## config.mk

```make
export PLATFORM = sky130hd
export DESIGN_NAME = wt_snoop_ctrl
export DESIGN_NICKNAME = d
export VERILOG_FILES = /design/src/rtl/wt_coh_pkg.sv /design/src/rtl/wt_line_store.sv /design/src/rtl/wt_snoop_filter.sv /design/src/rtl/wt_req_ctrl.sv /design/src/rtl/wt_snoop_ctrl.sv
export SDC_FILE = /design/constraint.sdc
export NUM_CORES = 1
export LEC_CHECK = 0
export ABC_CLOCK_PERIOD_IN_PS = 8000
export BUFFER_PORTS_ARGS = -buffer_cell sky130_fd_sc_hd__buf_2
export CORE_MARGIN = 3
export CORE_UTILIZATION = 50
export CTS_CLUSTER_SIZE = 30
export DETAILED_ROUTE_END_ITERATION = 12
export MAX_ROUTING_LAYER = met4
export PLACE_DENSITY = 0.7
export REMOVE_ABC_BUFFERS = 1
export SYNTH_ARGS = -nofsm -noshare
export SYNTH_HDL_FRONTEND = slang
export SYNTH_HIERARCHICAL = 1
export SYNTH_SLANG_ARGS = --single-unit
```

## constraint.sdc

```tcl
create_clock -name clk -period 8 [get_ports clk]
set_input_delay 0.8 -clock clk [delete_from_list [all_inputs] [get_ports clk]]
set_output_delay 0.8 -clock clk [all_outputs]
set_load 0.02 [all_outputs]
```

## src/rtl/wt_coh_pkg.sv

```systemverilog
package wt_coh_pkg;

  typedef enum logic [1:0] {
    CMD_IDLE = 2'b00,
    CMD_RD   = 2'b01,
    CMD_WR   = 2'b10
  } bus_cmd_e;

  // Presence bit update: a snoop kill wins, a fill sets, otherwise hold.
  function automatic logic wt_next_valid(logic cur, logic fill, logic kill);
    if (kill)      return 1'b0;
    else if (fill) return 1'b1;
    else           return cur;
  endfunction

  // Bus command for a processor request.
  function automatic bus_cmd_e wt_bus_cmd(logic req, logic we, logic hit);
    if (!req)    return CMD_IDLE;
    else if (we) return CMD_WR;
    else if (hit) return CMD_IDLE;
    else         return CMD_RD;
  endfunction

endpackage

```

## src/rtl/wt_line_store.sv

```systemverilog
module wt_line_store
  import wt_coh_pkg::*;
#(
  parameter int LINES  = 8,
  parameter int IDX_W  = 3,
  parameter int TAG_W  = 7,
  parameter int DATA_W = 32
) (
  input  logic              clk,
  input  logic              rst_n,
  input  logic [IDX_W-1:0]  cpu_idx,
  output logic              cpu_vld,
  output logic [TAG_W-1:0]  cpu_tag,
  output logic [DATA_W-1:0] cpu_data,
  input  logic [IDX_W-1:0]  snp_idx,
  output logic              snp_vld,
  output logic [TAG_W-1:0]  snp_tag,
  input  logic              fill_en,
  input  logic [TAG_W-1:0]  fill_tag,
  input  logic [DATA_W-1:0] fill_data,
  input  logic              wr_en,
  input  logic [DATA_W-1:0] wr_data,
  input  logic              kill_en,
  output logic [LINES-1:0]  valid_vec
);

  logic [TAG_W-1:0]  tag_q  [LINES];
  logic [DATA_W-1:0] data_q [LINES];

  for (genvar g = 0; g < LINES; g++) begin : g_line
    logic hit_fill, hit_kill;
    assign hit_fill = fill_en && (cpu_idx == IDX_W'(g));
    assign hit_kill = kill_en && (snp_idx == IDX_W'(g));
    always_ff @(posedge clk) begin
      if (!rst_n) valid_vec[g] <= 1'b0;
      else        valid_vec[g] <= wt_next_valid(valid_vec[g], hit_fill, hit_kill);
    end
  end

  always_ff @(posedge clk) begin
    if (fill_en) begin
      tag_q[cpu_idx]  <= fill_tag;
      data_q[cpu_idx] <= fill_data;
    end else if (wr_en) begin
      data_q[cpu_idx] <= wr_data;
    end
  end

  assign cpu_vld  = valid_vec[cpu_idx];
  assign cpu_tag  = tag_q[cpu_idx];
  assign cpu_data = data_q[cpu_idx];
  assign snp_vld  = valid_vec[snp_idx];
  assign snp_tag  = tag_q[snp_idx];

endmodule

```

## src/rtl/wt_snoop_filter.sv

```systemverilog
module wt_snoop_filter
  import wt_coh_pkg::*;
#(
  parameter int TAG_W = 7,
  parameter int ID_W  = 2,
  parameter int MY_ID = 0
) (
  input  logic             snoop_valid,
  input  logic [1:0]       snoop_cmd,
  input  logic [ID_W-1:0]  snoop_id,
  input  logic [TAG_W-1:0] snoop_tag,
  input  logic             line_vld,
  input  logic [TAG_W-1:0] line_tag,
  output logic             foreign,
  output logic             kill
);

  assign foreign = snoop_valid && (snoop_id != ID_W'(MY_ID));
  assign kill    = foreign && (bus_cmd_e'(snoop_cmd) == CMD_WR)
                   && line_vld && (line_tag == snoop_tag);

endmodule

```

## src/rtl/wt_req_ctrl.sv

```systemverilog
module wt_req_ctrl
  import wt_coh_pkg::*;
#(
  parameter int TAG_W = 7
) (
  input  logic             cpu_req,
  input  logic             cpu_we,
  input  logic [TAG_W-1:0] cpu_tag,
  input  logic             line_vld,
  input  logic [TAG_W-1:0] line_tag,
  input  logic             bus_gnt,
  output logic             hit,
  output logic             need_bus,
  output logic [1:0]       cmd,
  output logic             stall,
  output logic             fill,
  output logic             wr_hit_upd,
  output logic             wr_miss_done
);

  logic done_bus;

  assign hit          = cpu_req && line_vld && (line_tag == cpu_tag);
  assign need_bus     = cpu_req && (cpu_we || !hit);
  assign cmd          = wt_bus_cmd(cpu_req, cpu_we, hit);
  assign stall        = need_bus && !bus_gnt;
  assign done_bus     = need_bus && bus_gnt;
  assign fill         = done_bus && !cpu_we;
  assign wr_hit_upd   = done_bus && cpu_we && hit;
  assign wr_miss_done = done_bus && cpu_we && !hit;

endmodule

```

## src/rtl/wt_snoop_ctrl.sv

```systemverilog
module wt_snoop_ctrl
  import wt_coh_pkg::*;
#(
  parameter int ADDR_W = 10,
  parameter int DATA_W = 32,
  parameter int LINES  = 8,
  parameter int ID_W   = 2,
  parameter int MY_ID  = 0
) (
  input  logic              clk,
  input  logic              rst_n,
  input  logic              cpu_req,
  input  logic              cpu_we,
  input  logic [ADDR_W-1:0] cpu_addr,
  input  logic [DATA_W-1:0] cpu_wdata,
  output logic              cpu_stall,
  output logic              cpu_hit,
  output logic [DATA_W-1:0] cpu_rdata,
  output logic              bus_req,
  input  logic              bus_gnt,
  output logic [1:0]        bus_cmd,
  output logic [ADDR_W-1:0] bus_addr,
  output logic [DATA_W-1:0] bus_wdata,
  output logic [ID_W-1:0]   bus_id,
  input  logic [DATA_W-1:0] bus_rdata,
  input  logic              snoop_valid,
  input  logic [1:0]        snoop_cmd,
  input  logic [ADDR_W-1:0] snoop_addr,
  input  logic [ID_W-1:0]   snoop_id
);

  localparam int IDX_W = (LINES > 1) ? $clog2(LINES) : 1;
  localparam int TAG_W = ADDR_W - IDX_W;

  // Named internal events, observed by the bound checker.
  logic [IDX_W-1:0]  cpu_idx, snp_idx;
  logic [TAG_W-1:0]  cpu_tagf, snp_tagf;
  logic              line_vld, snp_vld;
  logic [TAG_W-1:0]  line_tag, snp_line_tag;
  logic [DATA_W-1:0] line_data;
  logic              line_fill, line_wr, wr_miss_done, snoop_kill, snoop_foreign;
  logic [LINES-1:0]  valid_vec;

  assign cpu_idx  = cpu_addr[IDX_W-1:0];
  assign cpu_tagf = cpu_addr[ADDR_W-1:IDX_W];
  assign snp_idx  = snoop_addr[IDX_W-1:0];
  assign snp_tagf = snoop_addr[ADDR_W-1:IDX_W];

  wt_req_ctrl #(.TAG_W(TAG_W)) u_req (
    .cpu_req      (cpu_req),
    .cpu_we       (cpu_we),
    .cpu_tag      (cpu_tagf),
    .line_vld     (line_vld),
    .line_tag     (line_tag),
    .bus_gnt      (bus_gnt),
    .hit          (cpu_hit),
    .need_bus     (bus_req),
    .cmd          (bus_cmd),
    .stall        (cpu_stall),
    .fill         (line_fill),
    .wr_hit_upd   (line_wr),
    .wr_miss_done (wr_miss_done)
  );

  wt_snoop_filter #(.TAG_W(TAG_W), .ID_W(ID_W), .MY_ID(MY_ID)) u_snp (
    .snoop_valid (snoop_valid),
    .snoop_cmd   (snoop_cmd),
    .snoop_id    (snoop_id),
    .snoop_tag   (snp_tagf),
    .line_vld    (snp_vld),
    .line_tag    (snp_line_tag),
    .foreign     (snoop_foreign),
    .kill        (snoop_kill)
  );

  wt_line_store #(.LINES(LINES), .IDX_W(IDX_W), .TAG_W(TAG_W), .DATA_W(DATA_W)) u_store (
    .clk       (clk),
    .rst_n     (rst_n),
    .cpu_idx   (cpu_idx),
    .cpu_vld   (line_vld),
    .cpu_tag   (line_tag),
    .cpu_data  (line_data),
    .snp_idx   (snp_idx),
    .snp_vld   (snp_vld),
    .snp_tag   (snp_line_tag),
    .fill_en   (line_fill),
    .fill_tag  (cpu_tagf),
    .fill_data (bus_rdata),
    .wr_en     (line_wr),
    .wr_data   (cpu_wdata),
    .kill_en   (snoop_kill),
    .valid_vec (valid_vec)
  );

  assign cpu_rdata = cpu_hit ? line_data : bus_rdata;
  assign bus_addr  = cpu_addr;
  assign bus_wdata = cpu_wdata;
  assign bus_id    = ID_W'(MY_ID);

endmodule

```

==> impl_metrics.yaml <==
run_status:
  outcome: "finished clean"
sta:
  finalCritPeriodShare_pct: 66.2
  skew_ns: 0.0217
  fmax_mhz: 189
  finalSetupTns_ns: 0
  slew_viol_final: 0
  worstMarginPinSlew_ns: 1.25
  maxSlewHeadroom_pct: 16.8
  rsz0062_at_grt: "false"
  finalHoldViolations: 0
  min_period_ns: 5.29
  finalSetupViolations: 0
synthesis:
  netlist_instances: 682
  synth_area_sq_mm: 0.0142
  yosysWarnings: 6
  avgSynthCellArea_sq_um: 20.8
drt:
  wl_um: 28000
  vias: 6997
  via_per_inst: 5.73
  avgRoutedWirePerCell_um: 22.9
  ant_nets: 0
  drt_iter0_drc: 617
  drc: 0
  drt_first_pass_iters: 5
power:
  power_density_mw_per_mm2: 231
  leakage_nw: 5.52
  ir_drop_mv: 0.217
clock_network:
  root_buffer: "clkbuf_16"
  cts_setup_buffers: 0
  htree_levels: 2
  cts.path.max_buffers: 3
  cts_sinks: 320
  ctsResizeCount: 0
  hold_buffers: 0
  cts.clk_slew.worst_paths_ns: 0.06
  clock_latency_ns: 0.51
  cts_tree: "built"
  cts_buffers: 35
cells_and_area:
  fillers: 2038
  syn2layout_area_growth_pct: 14.7
  drive_above_1_share_pct: 54.4
  fin_nets: 911
  seqCellArea_sq_mm: 0.00953
  diodes: 0
  final_core_util_pct: 58.4
  multi_input_area_sq_mm: 0.00413
  design_area_sq_mm: 0.0163
floorplanning:
  coreArea_sq_mm: 0.0279
  dieWidth_um: 174
  start_util_pct: 50.9
  die_h_um: 174
  io_pins: 175
  die-area_sq_mm: 0.0304
  num_rows: 61
global_routing:
  antenna_found_initial: 0
  grt_first_pass_wirelength_um: 43600
  grt_pass1_vias: 7525
  grt_max_degree: 52
  gr-total-overflow: 0
  grt.total_usage_pct: 19.1
setup_path:
  crit_start: "cpu_addr[1]"
  crit_cells: 9
  crit_top_cell: "buf_4"
  r2r_slack_ns: 3.29
  critical_path.top_delay_family: "buffers and inverters"
  path_cells: "buf_2 -> buf_4 -> mux2_2 -> xor2_1 -> nor4_2 -> a211oi_1 -> o21ai_0 -> nor3_2 -> buf_4"
  critPathKind: "input pin to register"
  worstPathRequired_ns: 8.16
  end_kind: "register"
  r2r_end: "u_store/data_q[4][18]"
  crit_buf_inv: 3
  crit_path_end: "u_store/data_q[4][18]"
  crit_fanout: 38
  cpMaxStageDelayCell: "nor3_2"
  r2r-start: "u_store/tag_q[5][3]"
  reg2reg_depth: 8
  critPathMaxStageDelay_ns: 1.01
  crit_arrival_ns: 5.45
  cp-start-kind: "input pin"
placement:
  io_buffers: 172
  place_congestion: 0.864
  postPlaceCellArea_sq_mm: 0.0151
  dp.final_hpwl_um: 16800
flow_run:
  max_cap_violations: 0
worst_hold_path:
  whs_path_depth: 1
  hold_path.class: "register to register"
metrics by stage:
step                hold slack, ns  power (mW)  setup WS [ns]  instances
floorplan                    0.515        2.03           2.66        599
global placement             0.541        2.16           2.51       1158
detailed placement           0.556        2.17           2.20       1158
CTS                          0.570        3.81           2.68       1222
global route                 0.589        3.90           2.21       1222
finish                       0.576        3.77           2.71       1222
worst register-to-register path: stages, from the launching register on:
cell and delay, ns:
edfxtp_1 0.39, mux4_2 0.50, mux2_2 0.28, xor2_1 0.20
nor4_2 0.11, a211oi_1 0.77, o21ai_0 0.60, nor3_2 1.01
buf_4 0.48
registers in the layout, summed over array words and instances, names as in the netlist:
signal and flops:
u_store/data_q 256, u_store/valid_vec 8, u_store/tag_q 56
routing by layer:
| layer | GRT usage [%] | vias up | wire (um) |
|---|---|---|---|
| met5 | - | - | 0 |
| met4 | 4.89 | 0 | 561 |
| met3 | 2.64 | 45 | 1470 |
| met2 | 31.5 | 265 | 14100 |
| met1 | 25.6 | 3628 | 11800 |
| li1 | - | 3059 | - |
report_power, final:
group	switching [mW]	internal [mW]	total [mW]	leakage [nW]
Sequential	0.00555	1.86	1.86	2.88
Combinational	0.142	0.123	0.265	2.06
Clock	0.617	1.02	1.64	0.588
Total	0.764	3.00	3.77	5.52
cell usage in the layout, fill, tap and decap left out, types with 2 or more instances in the layout:
cell type  count
nor4_2         2
xnor2_1        7
edfxtp_1     312
mux4_2        96
nand2_1        5
nor3_2         3
buf_2        170
a211oi_1       2
xor2_1         7
dfxtp_1        8
clkinv_2       6
clkinv_1       8
nor2_1         2
inv_1          2
clkbuf_1       5
clkbuf_16     36
mux2_4        30
nor2_4         6
o221a_1        5
o221a_2        3
nor4bb_2       2
and4b_1        3
buf_4         10
mux2_1         2
nand2b_1       5
bufinv_16      6
mux2_2        80
conb_1         2
cell type report:
type	count	area share, %
clock buffers	41	5.65
flip-flops and latches	320	58.5
clock inverters	23	1.70
multi-input cells	277	25.4
repair buffers	181	5.76
well taps	378	2.91
inverters	2	0.0461
how the worst min path moves through the flow:
stage | start | end | slack [ns]
after detailed placement | u_store/valid_vec[5] | u_store/valid_vec[5] | 0.56
after global placement | u_store/valid_vec[5] | u_store/valid_vec[5] | 0.54
after global routing | u_store/valid_vec[1] | u_store/valid_vec[1] | 0.59
after floorplan | u_store/valid_vec[7] | u_store/valid_vec[7] | 0.51
after CTS | u_store/valid_vec[6] | u_store/valid_vec[6] | 0.57
final | u_store/valid_vec[0] | u_store/valid_vec[0] | 0.58
(Power assumes the default switching activity.)
